### src/rtl/frt_pkg.sv
package frt_pkg;
  localparam int CTRL_ADDR    = 0;
  localparam int CTRL_RUN_BIT = 0;
  // compare channel i sits at address i+1, flag clear after the last channel
  function automatic int cmp_addr(input int ch);
    return ch + 1;
  endfunction
  function automatic int clr_addr(input int num_ch);
    return num_ch + 1;
  endfunction
endpackage

### src/rtl/frt_regs.sv
module frt_regs
  import frt_pkg::*;
#(
  parameter int CNT_W  = 16,
  parameter int NUM_CH = 2,
  parameter int ADDR_W = 2
) (
  input  logic                           clk_i,
  input  logic                           rst_ni,
  input  logic                           wr_en_i,
  input  logic [ADDR_W-1:0]              wr_addr_i,
  input  logic [CNT_W-1:0]               wr_data_i,
  output logic                           run_o,
  output logic                           start_o,
  output logic                           flag_clr_o,
  output logic [NUM_CH-1:0][CNT_W-1:0]   cmp_o
);
  logic run_q;
  logic ctrl_wr;
  logic cmp_q [NUM_CH];

  assign ctrl_wr    = wr_en_i && (wr_addr_i == ADDR_W'(CTRL_ADDR));
  assign start_o    = ctrl_wr && wr_data_i[CTRL_RUN_BIT] && !run_q;
  assign flag_clr_o = wr_en_i && (wr_addr_i == ADDR_W'(clr_addr(NUM_CH)));
  assign run_o      = run_q;

  always_ff @(posedge clk_i or negedge rst_ni) begin
    if (!rst_ni)      run_q <= 1'b0;
    else if (ctrl_wr) run_q <= wr_data_i[CTRL_RUN_BIT];
  end

  for (genvar g = 0; g < NUM_CH; g++) begin : g_cmp
    logic [CNT_W-1:0] val_q;
    always_ff @(posedge clk_i or negedge rst_ni) begin
      if (!rst_ni)
        val_q <= '0;
      else if (wr_en_i && (wr_addr_i == ADDR_W'(cmp_addr(g))))
        val_q <= wr_data_i;
    end
    assign cmp_o[g] = val_q;
  end

  AST_START_RUNS: assert property (@(posedge clk_i) disable iff (!rst_ni)
    start_o |=> run_o) else $error("start did not set run");
  AST_STOP_HALTS: assert property (@(posedge clk_i) disable iff (!rst_ni)
    (ctrl_wr && !wr_data_i[CTRL_RUN_BIT]) |=> !run_o) else $error("stop ignored");
endmodule

### src/rtl/frt_counter.sv
module frt_counter #(
  parameter int CNT_W = 16
) (
  input  logic             clk_i,
  input  logic             rst_ni,
  input  logic             tick_i,
  input  logic             run_i,
  output logic [CNT_W-1:0] cnt_o,
  output logic             adv_o,
  output logic             wrap_o,
  output logic             irq_ovf_o
);
  localparam logic [CNT_W-1:0] CNT_MAX = '1;

  logic [CNT_W-1:0] cnt_q;
  logic             irq_q;

  assign adv_o  = tick_i && run_i;
  assign wrap_o = adv_o && (cnt_q == CNT_MAX);
  assign cnt_o  = cnt_q;
  assign irq_ovf_o = irq_q;

  always_ff @(posedge clk_i or negedge rst_ni) begin
    if (!rst_ni) begin
      cnt_q <= '0;
      irq_q <= 1'b0;
    end else begin
      irq_q <= wrap_o;
      if (!run_i)      cnt_q <= '0;
      else if (wrap_o) cnt_q <= '0;
      else if (adv_o)  cnt_q <= cnt_q + 1'b1;
    end
  end

  AST_STEP: assert property (@(posedge clk_i) disable iff (!rst_ni)
    (tick_i && run_i && cnt_q != CNT_MAX) |=> cnt_q == CNT_W'($past(cnt_q) + 1'b1))
    else $error("count step");
  AST_IDLE_HOLD: assert property (@(posedge clk_i) disable iff (!rst_ni)
    (run_i && !tick_i) |=> $stable(cnt_q)) else $error("count moved without tick");
  AST_WRAP: assert property (@(posedge clk_i) disable iff (!rst_ni)
    (tick_i && run_i && cnt_q == CNT_MAX) |=> (cnt_q == '0 && irq_ovf_o))
    else $error("wrap");
  AST_STOP_CLEAR: assert property (@(posedge clk_i) disable iff (!rst_ni)
    !run_i |=> cnt_q == '0) else $error("stop clear");
  AST_OVF_PULSE: assert property (@(posedge clk_i) disable iff (!rst_ni)
    irq_ovf_o |=> !irq_ovf_o) else $error("ovf pulse width");
endmodule

### src/rtl/frt_cmp_chan.sv
module frt_cmp_chan #(
  parameter int CNT_W = 16
) (
  input  logic             clk_i,
  input  logic             rst_ni,
  input  logic             adv_i,
  input  logic             start_i,
  input  logic [CNT_W-1:0] cnt_i,
  input  logic [CNT_W-1:0] cmp_i,
  output logic             tgl_o,
  output logic             irq_o
);
  logic hit;
  logic tgl_q;
  logic irq_q;

  assign hit   = adv_i && (cnt_i == cmp_i);
  assign tgl_o = tgl_q;
  assign irq_o = irq_q;

  always_ff @(posedge clk_i or negedge rst_ni) begin
    if (!rst_ni) begin
      tgl_q <= 1'b0;
      irq_q <= 1'b0;
    end else begin
      irq_q <= hit;
      if (hit || start_i) tgl_q <= ~tgl_q;
    end
  end

  AST_MATCH_TOGGLE: assert property (@(posedge clk_i) disable iff (!rst_ni)
    hit |=> (irq_o && tgl_o != $past(tgl_o))) else $error("match");
  AST_START_TOGGLE: assert property (@(posedge clk_i) disable iff (!rst_ni)
    start_i |=> tgl_o != $past(tgl_o)) else $error("start toggle");
  AST_IRQ_GATED: assert property (@(posedge clk_i) disable iff (!rst_ni)
    !adv_i |=> !irq_o) else $error("irq without tick");
  AST_TGL_HOLD: assert property (@(posedge clk_i) disable iff (!rst_ni)
    (!adv_i && !start_i) |=> $stable(tgl_o)) else $error("toggle moved");
endmodule

### src/rtl/frt_ovf_flag.sv
module frt_ovf_flag (
  input  logic clk_i,
  input  logic rst_ni,
  input  logic set_i,
  input  logic clr_i,
  output logic flag_o
);
  logic flag_q;
  assign flag_o = flag_q;

  // set has priority over a same-edge clear
  always_ff @(posedge clk_i or negedge rst_ni) begin
    if (!rst_ni)    flag_q <= 1'b0;
    else if (set_i) flag_q <= 1'b1;
    else if (clr_i) flag_q <= 1'b0;
  end

  AST_SET_WINS: assert property (@(posedge clk_i) disable iff (!rst_ni)
    set_i |=> flag_o) else $error("flag set");
  AST_STICKY: assert property (@(posedge clk_i) disable iff (!rst_ni)
    (flag_o && !clr_i) |=> flag_o) else $error("flag lost");
  AST_CLEAR: assert property (@(posedge clk_i) disable iff (!rst_ni)
    (clr_i && !set_i) |=> !flag_o) else $error("flag clear");
endmodule

### src/rtl/frt_cmp_timer.sv
module frt_cmp_timer
  import frt_pkg::*;
#(
  parameter int CNT_W  = 16,
  parameter int NUM_CH = 2,
  localparam int ADDR_W = $clog2(NUM_CH + 2)
) (
  input  logic              clk_i,
  input  logic              rst_ni,
  input  logic              tick_i,
  input  logic              wr_en_i,
  input  logic [ADDR_W-1:0] wr_addr_i,
  input  logic [CNT_W-1:0]  wr_data_i,
  output logic [NUM_CH-1:0] tgl_o,
  output logic [NUM_CH-1:0] irq_match_o,
  output logic              irq_ovf_o,
  output logic              ovf_flag_o
);
  logic                         run;
  logic                         start;
  logic                         flag_clr;
  logic [NUM_CH-1:0][CNT_W-1:0] cmp;
  logic [CNT_W-1:0]             cnt;
  logic                         adv;
  logic                         wrap;

  frt_regs #(.CNT_W(CNT_W), .NUM_CH(NUM_CH), .ADDR_W(ADDR_W)) u_regs (
    .clk_i, .rst_ni, .wr_en_i, .wr_addr_i, .wr_data_i,
    .run_o(run), .start_o(start), .flag_clr_o(flag_clr), .cmp_o(cmp)
  );

  frt_counter #(.CNT_W(CNT_W)) u_counter (
    .clk_i, .rst_ni, .tick_i, .run_i(run),
    .cnt_o(cnt), .adv_o(adv), .wrap_o(wrap), .irq_ovf_o(irq_ovf_o)
  );

  for (genvar g = 0; g < NUM_CH; g++) begin : g_ch
    frt_cmp_chan #(.CNT_W(CNT_W)) u_chan (
      .clk_i, .rst_ni, .adv_i(adv), .start_i(start),
      .cnt_i(cnt), .cmp_i(cmp[g]), .tgl_o(tgl_o[g]), .irq_o(irq_match_o[g])
    );
  end

  frt_ovf_flag u_flag (
    .clk_i, .rst_ni, .set_i(wrap), .clr_i(flag_clr), .flag_o(ovf_flag_o)
  );
endmodule

### config.mk
export PLATFORM = sky130hd
export DESIGN_NAME = frt_cmp_timer
export DESIGN_NICKNAME = d
export VERILOG_FILES = /design/src/rtl/frt_pkg.sv /design/src/rtl/frt_regs.sv /design/src/rtl/frt_counter.sv /design/src/rtl/frt_cmp_chan.sv /design/src/rtl/frt_ovf_flag.sv /design/src/rtl/frt_cmp_timer.sv
export SDC_FILE = /design/constraint.sdc
export NUM_CORES = 1
export LEC_CHECK = 0
export CAP_MARGIN = 10
export CELL_PAD_IN_SITES_DETAIL_PLACEMENT = 0
export CELL_PAD_IN_SITES_GLOBAL_PLACEMENT = 1
export CORE_ASPECT_RATIO = 2
export CORE_MARGIN = 5
export CORE_UTILIZATION = 49
export CTS_CLUSTER_DIAMETER = 30
export DETAILED_ROUTE_END_ITERATION = 7
export GPL_TIMING_DRIVEN = 0
export PLACE_DENSITY = 0.93
export SLEW_MARGIN = 40
export SYNTH_ARGS = -nofsm -noshare
export SYNTH_HDL_FRONTEND = slang
export SYNTH_SLANG_ARGS = --single-unit
### constraint.sdc
create_clock -name clk_i -period 5.1 [get_ports clk_i]
set_clock_uncertainty 0.05 [all_clocks]
set_input_delay 0.51 -clock clk_i [delete_from_list [all_inputs] [get_ports clk_i]]
set_output_delay 0.51 -clock clk_i [all_outputs]
set_load 0.02 [all_outputs]
* Word level (Yosys, flattened, before mapping)
Cells that the tools add are included.
** Storage, ports and cells
- Register bits :: 55
- Input bits :: 22
- Output and inout bits :: 6
- Logic and storage cells :: 40
** Operators by class
- Add/subtract/negate cells :: 1
- Eq/ne operators :: 7
- Mux-type cells :: 5
- Bitwise gates (word level) :: 2
- Reduce and logical (&&, ||, !) cells :: 15
** Operators with widths (number)
- $mux 16 :: 3
- $eq 16x16->1 :: 2
- $add 16x1->16 const B :: 1
- $eq 16x16->1 const B :: 1
- $logic_and 1x1->1 :: 10
- $eq 2x2->1 const B :: 2
- $ne 3x1->1 const B :: 1
- $eq 2x1->1 const B :: 1
- $logic_not 2->1 :: 1
- $logic_or 1x1->1 :: 2
- $mux 1 :: 2
- $not 1->1 :: 2
- $reduce_bool 2->1 :: 1
- $logic_not 1->1 :: 1

* Longest topological paths before layout
Gate-level depths: netlist of the first run.
- Depth after elaboration :: 5
- Gate-level depth with buffers :: 7
- Gate-level depth less buffers :: 6

* Cells and area by module
From an unflattened synthesis of the first run, not the netlist that was laid out.
** Unflattened totals
- Cells, all modules :: 240
- Area, all modules :: 2902.8 µm²
** Modules (own cells, without submodules)
- frt_regs :: instances 1, cells each 73, area each 1357.6 µm², sequential area each 825.8 µm²
- frt_counter :: instances 1, cells each 108, area each 996.0 µm², sequential area each 425.4 µm²
- frt_cmp_chan :: instances 2, cells each 28, area each 256.5 µm², sequential area each 50.0 µm²
- frt_ovf_flag :: instances 1, cells each 3, area each 36.3 µm², sequential area each 25.0 µm²

* Worst setup path after synthesis of the first run
Ideal clock, no wire load.
- Kind :: register to register
- Start point :: reg u_counter.cnt_q[0] (netlist: u_counter.cnt_o[0])
- End point :: reg u_counter.cnt_q[5] (netlist: u_counter.cnt_o[5])
- Library setup time :: 118 ps
- Data arrival time :: 1719 ps
- Required time :: 4932 ps
- Path slack :: 3213 ps
- Stages on the path, launching flop included :: 8
- Path buffers :: 1
- Period minus slack after synthesis :: 1887 ps
- Path through :: dfrtp_1 ha_1 nand4_1 nor4_4 or2_1 buf_6 o21bai_1 a21o_1
** On the way
- Word-level cells in the longest chain between the ends :: 4
- Elaborated cells on any way between the ends :: 7
- Classes of those cells :: 1 x add/sub; 2 x eq/ne; 3 x mux; 1 x reduce/logical
** Ends and longest elaborated chain
- start: declaration :: RTL line frt_counter.sv:15 : logic [CNT_W-1:0] cnt_q;
- start signal: assignment :: RTL line frt_counter.sv:31 : else if (adv_o) cnt_q <= cnt_q + 1'b1;
- $add 16x1->16 / $eq 16x16->1 (equally long branches) :: RTL line frt_counter.sv:31, frt_counter.sv:19
- $mux 16 / $logic_and 1x1->1 (equally long branches) :: RTL line frt_counter.sv:31, frt_counter.sv:19
- $mux 16 :: RTL line frt_counter.sv:30 : else if (wrap_o) cnt_q <= '0;
- $mux 16 :: RTL line frt_counter.sv:29 : if (!run_i) cnt_q <= '0;
Parallel ways exist; a longest one is shown, timed or not. The select of a mux whose other input is x is not followed.
A chain may end at the register's enable or synchronous reset.

* Worst setup path in the final report of the first run
Ends and elaborated chain as after synthesis.

==> results of run 1 <==
==> synth_stat cells <==
cell type	count	area, sq um
dfrtp_1	55	1380
mux2_2	33	372
xor2_1	22	193
xnor2_1	15	131
nand2_1	14	52.6
nand3_1	11	55.1
buf_4	9	67.6
nor4_1	8	50.1
o21ai_0	8	40.0
nor2_1	7	26.3
nor3_1	7	35.0
nand4_1	6	37.5
o31ai_1	6	45.0
clkbuf_1	5	18.8
or2_2	4	25.0
and2_1	3	18.8
and3_1	3	18.8
buf_2	3	15.0
inv_1	3	11.3
nand3b_1	3	22.5
nor2b_1	3	18.8
a211oi_1	2	15.0
a21boi_0	2	15.0
a21o_1	2	15.0
a21oi_1	2	10.0
buf_6	2	22.5
nand4bb_1	2	22.5
nor3b_1	2	15.0
a22o_1	1	8.76
a31oi_1	1	6.26
a41oi_1	1	8.76
buf_1	1	3.75
ha_1	1	12.5
nand2b_1	1	6.26
nand4_4	1	21.3
nor4_4	1	21.3
o21ai_1	1	5.00
o21bai_1	1	7.51
o31a_1	1	8.76
or2_1	1	6.26
or3_1	1	6.26
==> layout make-up <==
type	count	share of cell area, %
Clock inverter	3	1.97
Timing Repair Buffer	28	8.40
Inverter	3	0.329
Multi-Input combinational cell	177	39.5
Buffer	20	3.73
Sequential cell	55	40.2
Tap cell	61	2.23
Clock buffer	5	3.65
==> routing by layer <==
layer  share of wire, %  vias up  global-route usage, %  routed length [microns]
met1                 34     1044                   17.1                     2190
met4                4.2        0                   9.94                      269
met2                 58       42                   34.3                     3760
met3                3.5       23                   3.70                      223
met5                  0        -                      0                        0
li1                   -      960                      -                        -
==> placed cells by master, fill, tap and decap left out, types with 3 or more instances in the layout <==
master and n:
mux2_2 33, dfrtp_1 55, clkdlybuf4s50_1 26, xor2_1 22
buf_2 3, inv_1 3, o21ai_0 8, nor3_1 7
clkbuf_16 5, nand4_1 6, nor4_1 8, nand2_1 14
nor2_1 7, o31ai_1 6, xnor2_1 15, nand3b_1 3
clkbuf_1 5, and2_1 3, nand3_1 11, and3_1 3
nor2b_1 3, buf_4 10, or2_2 4
==> cells by family (layout without fill, tap and decap cells) <==
family | after synthesis | in the layout | synth area share, %
AO/OA/AOI/OAI | 28 | 28 | 6.46
AND/OR/NAND/NOR | 78 | 78 | 16.0
flip-flops | 55 | 55 | 48.0
XOR/XNOR | 37 | 37 | 11.3
multiplexers | 33 | 33 | 13.0
buffers and inverters | 23 | 59 | 4.84
adder cells (fa/ha/maj) | 1 | 1 | 0.436
==> power by group <==
| group | switching (mW) | leakage [nW] | internal, mW |
|---|---|---|---|
| registers | 0.0466 | 0.692 | 0.497 |
| logic | 0.0915 | 0.695 | 0.124 |
| clock network | 0.160 | 0.0900 | 0.281 |
| total | 0.299 | 1.48 | 0.902 |
==> worst paths after layout <==
path / depth (start not counted) / start / endpoint
max in group asynchronous: 2 / rst_ni / u_regs.g_cmp[0].val_q[8]$_DFFE_PN0P_
min in group clk_i: 1 / g_ch[0].u_chan.tgl_o$_DFFE_PN0P_ / g_ch[0].u_chan.tgl_o$_DFFE_PN0P_
setup reg to reg: 7 / u_counter.cnt_o[0]$_DFFE_PN0P_ / u_counter.cnt_o[5]$_DFFE_PN0P_
hold reg to reg: 1 / g_ch[0].u_chan.tgl_o$_DFFE_PN0P_ / g_ch[0].u_chan.tgl_o$_DFFE_PN0P_
hold / removal: 1 / rst_ni / u_regs.g_cmp[0].val_q[4]$_DFFE_PN0P_
setup / recovery: 7 / u_counter.cnt_o[0]$_DFFE_PN0P_ / u_counter.cnt_o[5]$_DFFE_PN0P_
==> registers in the layout (all words and copies together) (netlist names) <==
register / count
u_regs.g_cmp.val_q: 32
g_ch.u_chan.tgl_o: 2
u_counter.irq_ovf_o: 1
u_regs.run_o: 1
u_counter.cnt_o: 16
g_ch.u_chan.irq_o: 2
u_flag.flag_o: 1
==> stage by stage <==
| stage | cell area [sq um] | util (%) | hold WS, ps |
|---|---|---|---|
| detailed placement | 3230 | 56.6 | 362 |
| global placement | 3210 | 56.3 | 408 |
| CTS | 3420 | 60.0 | 44.6 |
| finish | 3420 | 60.0 | 36.1 |
| floorplan | 2870 | - | 164 |
| global route | 3420 | 60.0 | 49.4 |
==> metrics.md, run 1 <==
| Metric | Value |
|---|---|
| Worst Slack Setup Final | `~2800 ps` |
| CP cell instances | `ha_1 > nand4_1 > nor4_4 > or2_1 > buf_6 > o21bai_1 > a21o_1` |
| Pwr Total | `1.20 mW` |
| Sequential cell area fraction in the yosys report | `48.0%` |
| WP buf/inv | `1` |
| Layout cell share with drive strength beyond 1 | `a little over a fifth` |
| Wire per inst | `18.3 microns` |
| RSZ-0062 raised after global routing | `false` |
| Setup bufs post-CTS | `0` |
| Starting density of the core | `between 50% and 60%` |
| Largest net degree at the start of global routing | `37` |
| Drt via density | `5.88` |
| Cell Pwr Density | `351 nW/um^2` |
| Cell variety after synth | `41` |
| Flop and latch count out of synthesis | `55` |
| Final net count | `~310` |
| Cell Area, Synth | `2870 sq um` |
| Syn_area_per_cell | `about 11 sq um` |
| Maximum vdd drop | `roughly 0.00043 V` |
| CP Capture Type | `flop` |
| Max incr delay on CP | `590 ps` |
| Vias | `2069` |
| Multi-input gate area | `1350 sq um` |
| Leakage power | `1.48 nW` |
| Final hold vios | `0` |
| Remaining Overflow, GRT | `0` |
| Max-cap violations | `0` |
| Htree depth | `2` |
| Deepest clock path buffer count | `2` |
| Maximum clock rate | `~0.44 GHz` |
| Max_slew headroom | `60.3%` |
| R2r setup slk | `2840 ps` |
| Delay-heaviest family, CP | `simple AND/OR/NAND/NOR gates` |
| CTS root buffer | `clkbuf_16` |
| # hold bufs at CTS | `0` |
| FILL cells | `between 400 and 500` |
| Final setup violation count | `0` |
| Initial DRT Pass Iterations | `4` |
| Final period utilization | `44.4%` |
| Clock Sinks | `55` |
| Status | `finished, final reports clean` |
| Die height | `118 microns` |
| Wirelength, routed | `between 6 and 7 mm` |
| Cells after Synth | `255` |
| Clock latency on the worst-skew pair | `300 ps` |
| TritonCTS buffer count | `5` |
| Drt initial violations | `69` |
| Resize count post-CTS | `0` |
| Worst Path Required | `5240 ps` |
| Pre-CTS setup slack | `2600 ps` |
| First-pass GRT wire length | `10.7 mm` |
| Slew @ Worst Pin | `591 ps` |
| Critical path launch point type | `flop` |
| Period minus WS final | `2260 ps` |
| Worst min path class | `primary input to asynchronous set/reset pin` |
| Crit path DAT | `roughly 2400 ps` |
| Post-placement cell count | `around 340` |
| Placed wire-length estimate | `roughly 4.8 mm` |
| Reg clk slew, reported paths | `70 ps` |
| Port bufs | `27` |
| DRC | `0` |
| Antenna fix cells | `0` |
| Die Span X | `~64 microns` |
| Syn_nets | `about 280` |
| I/O pin cnt | `28` |
| TritonCTS clock tree | `done` |
| Layout Cells excl Fill | `352` |
| Die Area | `between 7000 and 8000 sq um` |
| Area growth syn-to-layout | `19.4%` |
| Slowest-stage cell, CP | `nor4_4` |
| Synth Warn # | `0` |
| Initial antenna violation count | `0` |
| Sequential standard cell area | `1380 sq um` |
| Final Slew Violations | `0` |
| Tot GR Track Use | `18.1%` |
| Vias in the first global route | `2301` |
| Setup TNS | `0 ps` |
| Core region area | `5710 sq um` |
| Crit path max fanout | `9` |
| RD Place Congestion | `approximately 0.82` |
| Detail Route Antenna Nets | `0` |
| Crit Path Category | `flop to flop` |
| # rows | `39` |
No activity file was read; power rests on OpenSTA's default activity.
==> run 2: changes to the inputs <==
--- a/config.mk
+++ b/config.mk
@@ -10,11 +10,11 @@
 export CELL_PAD_IN_SITES_GLOBAL_PLACEMENT = 1
 export CORE_ASPECT_RATIO = 2
 export CORE_MARGIN = 5
-export CORE_UTILIZATION = 49
+export CORE_UTILIZATION = 41
 export CTS_CLUSTER_DIAMETER = 30
 export DETAILED_ROUTE_END_ITERATION = 7
 export GPL_TIMING_DRIVEN = 0
-export PLACE_DENSITY = 0.93
+export PLACE_DENSITY = 0.83
 export SLEW_MARGIN = 40
 export SYNTH_ARGS = -nofsm -noshare
 export SYNTH_HDL_FRONTEND = slang
==> constraint.sdc (replaced) <==
create_clock -name clk_i -period 2 [get_ports clk_i]
set_clock_uncertainty 0.05 [all_clocks]
set_input_delay 0.2 -clock clk_i [delete_from_list [all_inputs] [get_ports clk_i]]
set_output_delay 0.2 -clock clk_i [all_outputs]
set_load 0.02 [all_outputs]
==> run 2 against run 1 <==
Wire length fell by 1.4%. Non-clock buffer count grew 7. Hold slack improved by 230 ps. Register-to-register slack worse by 2800 ps. Worst setup slack lost 2800 ps. Die area up 17%. Sequential power increased to 2.5 times the previous value. Highest routed layer unchanged. Critical path depth rose by 1. Power rose by 140%. Largest power group unchanged.
==> metrics.md, run 2 (same netlist as run 1, synthesis figures left out) <==
| Metric | Value |
|---|---|
| RD Place Congestion | `0.864 (was 0.818)` |
| Met1 GRT Util | `14.6% (was 17.1%)` |
| I/O pin cnt | `28 (unchanged)` |
| Crit Path Category | `flop to flop (unchanged)` |
| Status | `finished, final reports clean (unchanged)` |
| Final setup violation count | `0 (unchanged)` |
| Drt via density | `5.30 (was 5.88)` |
| Number of flip-flops in the largest register | `32 (unchanged)` |
| TritonCTS clock tree | `done (unchanged)` |
| Setup TNS | `0 ps (unchanged)` |
| Vias | `2051 (was 2069)` |
| Final hold vios | `0 (unchanged)` |
| Port bufs | `27 (unchanged)` |
| Vias in the first global route | `2200 (was 2301)` |
| Layout Utilization | `51.0% (was 60.0%)` |
| Cell Pwr Density | `811 nW/um^2 (was 351 nW/um^2)` |
| Clock Sinks | `55 (unchanged)` |
| Initial DRT Pass Iterations | `4 (unchanged)` |
| Htree depth | `2 (unchanged)` |
| Pwr Total | `2.85 mW (was 1.20 mW)` |
| Slew @ Worst Pin | `613 ps (was 591 ps)` |
| Wirelength, routed | `6.36 mm (was 6.44 mm)` |
| DRC | `0 (unchanged)` |
| Drt initial violations | `57 (was 69)` |
| Die Area | `8870 sq um (was 7580 sq um)` |
| Wire per inst | `16.4 microns (was 18.3 microns)` |
| # rows | `43 (was 39)` |
| Area growth syn-to-layout | `22.5% (was 19.4%)` |
| Leakage power | `1.50 nW (was 1.48 nW)` |
| Max_slew headroom | `59.1% (was 60.3%)` |
| GRT met3 Usage | `1.96% (was 3.70%)` |
| Crit path max fanout | `7 (was 9)` |
| Worst min path class | `primary input to asynchronous set/reset pin (unchanged)` |
| Detail Route Antenna Nets | `0 (unchanged)` |
| Max-cap violations | `0 (unchanged)` |
| FILL cells | `676 (was 485)` |
| Die Span X | `69.1 microns (was 64.1 microns)` |
| Reg clk slew, reported paths | `70 ps (about the same)` |
| Deepest clock path buffer count | `2 (unchanged)` |
| Largest Register | `u_regs.g_cmp.val_q (unchanged)` |
| Remaining Overflow, GRT | `0 (unchanged)` |
| Most common cell after layout, fill and taps aside | `dfrtp_1 (unchanged)` |
| Multi-input gate area | `1390 sq um (was 1350 sq um)` |
| Worst Path Required | `2180 ps (was 5240 ps)` |
| Most used routing layer | `met2 (unchanged)` |
| Sequential standard cell area | `1380 sq um (about the same)` |
| Clock latency on the worst-skew pair | `290 ps (was 300 ps)` |
| Final Slew Violations | `0 (unchanged)` |
| Starting density of the core | `41.6% (was 50.2%)` |
| Maximum clock rate | `0.519 GHz (was 0.442 GHz)` |
| RSZ-0062 raised after global routing | `false (unchanged)` |
| Placed wire-length estimate | `4.81 mm (was 4.83 mm)` |
| Antenna fix cells | `0 (unchanged)` |
| Core region area | `6890 sq um (was 5710 sq um)` |
| TritonCTS buffer count | `5 (unchanged)` |
| First-pass GRT wire length | `10.4 mm (was 10.7 mm)` |
| Maximum vdd drop | `0.000869 V (was 0.000426 V)` |
| Die height | `128 microns (was 118 microns)` |
| Period minus WS final | `1930 ps (was 2260 ps)` |
| Crit path DAT | `2100 ps (was 2410 ps)` |
| CTS root buffer | `clkbuf_16 (unchanged)` |
| CP Capture Type | `flop (unchanged)` |
| Commonest cells after routing, fill and taps aside | `dfrtp_1 (53), mux2_2 (33), clkdlybuf4s50_1 (26) (was dfrtp_1 (55), mux2_2 (33), clkdlybuf4s50_1 (26))` |
| Final period utilization | `96.3% (was 44.4%)` |
| Tot GR Track Use | `15.1% (was 18.1%)` |
| Met2 Use GR | `30.1% (was 34.3%)` |
| Layout cell share with drive strength beyond 1 | `26.3% (was 21.6%)` |
| Largest net degree at the start of global routing | `38 (was 37)` |
| Critical path launch point type | `flop (unchanged)` |
| Initial antenna violation count | `0 (unchanged)` |
| Final net count | `320 (was 313)` |
[run 2: report_power, final]
part	total, mW	internal [mW]	leakage [nW]	switching [mW]
clock network	0.874	0.490	0.0727	0.384
registers	1.38	1.27	0.689	0.113
logic	0.594	0.336	0.737	0.258
[run 2: critical path: stages, from the launching register on]
cell and delay, ps:
dfrtp_2 440, ha_2 230, nand4_1 150, nor4_4 60
buf_4 150, or2_1 210, buf_6 130, or3_1 340
o21ai_1 70
[run 2: layer usage]
metal	vias to the layer above	routed length, microns	part of all wire, %
li1	975	-	-
met5	-	0	0
met3	12	119	1.9
met4	0	165	2.6
met2	31	3820	60
met1	1033	2260	36
[run 2: area by class of cell]
class | instances | area share [%]
multi-input cells | 177 | 39.6
plain buffers | 19 | 3.53
clock buffers | 6 | 3.95
well taps | 90 | 3.21
clock inverters | 1 | 0.143
flip-flops and latches | 55 | 39.3
inverters | 3 | 0.321
repair buffers | 36 | 9.98
[run 2: worst paths after layout]
path                                                       start                                     to  slack (ps)  depth (start not counted)
worst max-delay path              u_counter.cnt_o[0]$_DFFE_PN0P_        u_counter.cnt_o[10]$_DFFE_PN0P_          70                          8
worst min-delay path                                      rst_ni   u_regs.g_cmp[1].val_q[2]$_DFFE_PN0P_         270                          2
worst max register to register    u_counter.cnt_o[0]$_DFFE_PN0P_        u_counter.cnt_o[10]$_DFFE_PN0P_          70                          8
worst min register to register  g_ch[0].u_chan.tgl_o$_DFFE_PN0P_       g_ch[0].u_chan.tgl_o$_DFFE_PN0P_         430                          1
max in group asynchronous                                 rst_ni  u_regs.g_cmp[0].val_q[13]$_DFFE_PN0P_        1160                          3
min in group clk_i              g_ch[0].u_chan.tgl_o$_DFFE_PN0P_       g_ch[0].u_chan.tgl_o$_DFFE_PN0P_         430                          1
[run 2: what timing repair did]
item | CTS | global route
setup endpoints to repair | 15 | 11
pin swaps | 1 | 1
endpoints found under the hold margin | 18 | 0
resized for setup | 3 | 6
setup buffers | 3 | 4
hold buffers | 1 | 0
[run 2: metrics by stage]
stage / worst slack, ps / instance area, sq um / hold slack (ps) / instances
finish: 74.1 / 3510 / 267 / 387
floorplan: 113 / 2870 / -146 / 255
global route: 1.71 / 3510 / 284 / 387
CTS: 0.333 / 3460 / 277 / 384
global placement: -989 / 3250 / 410 / 372
detailed placement: -226 / 3270 / 47.3 / 373
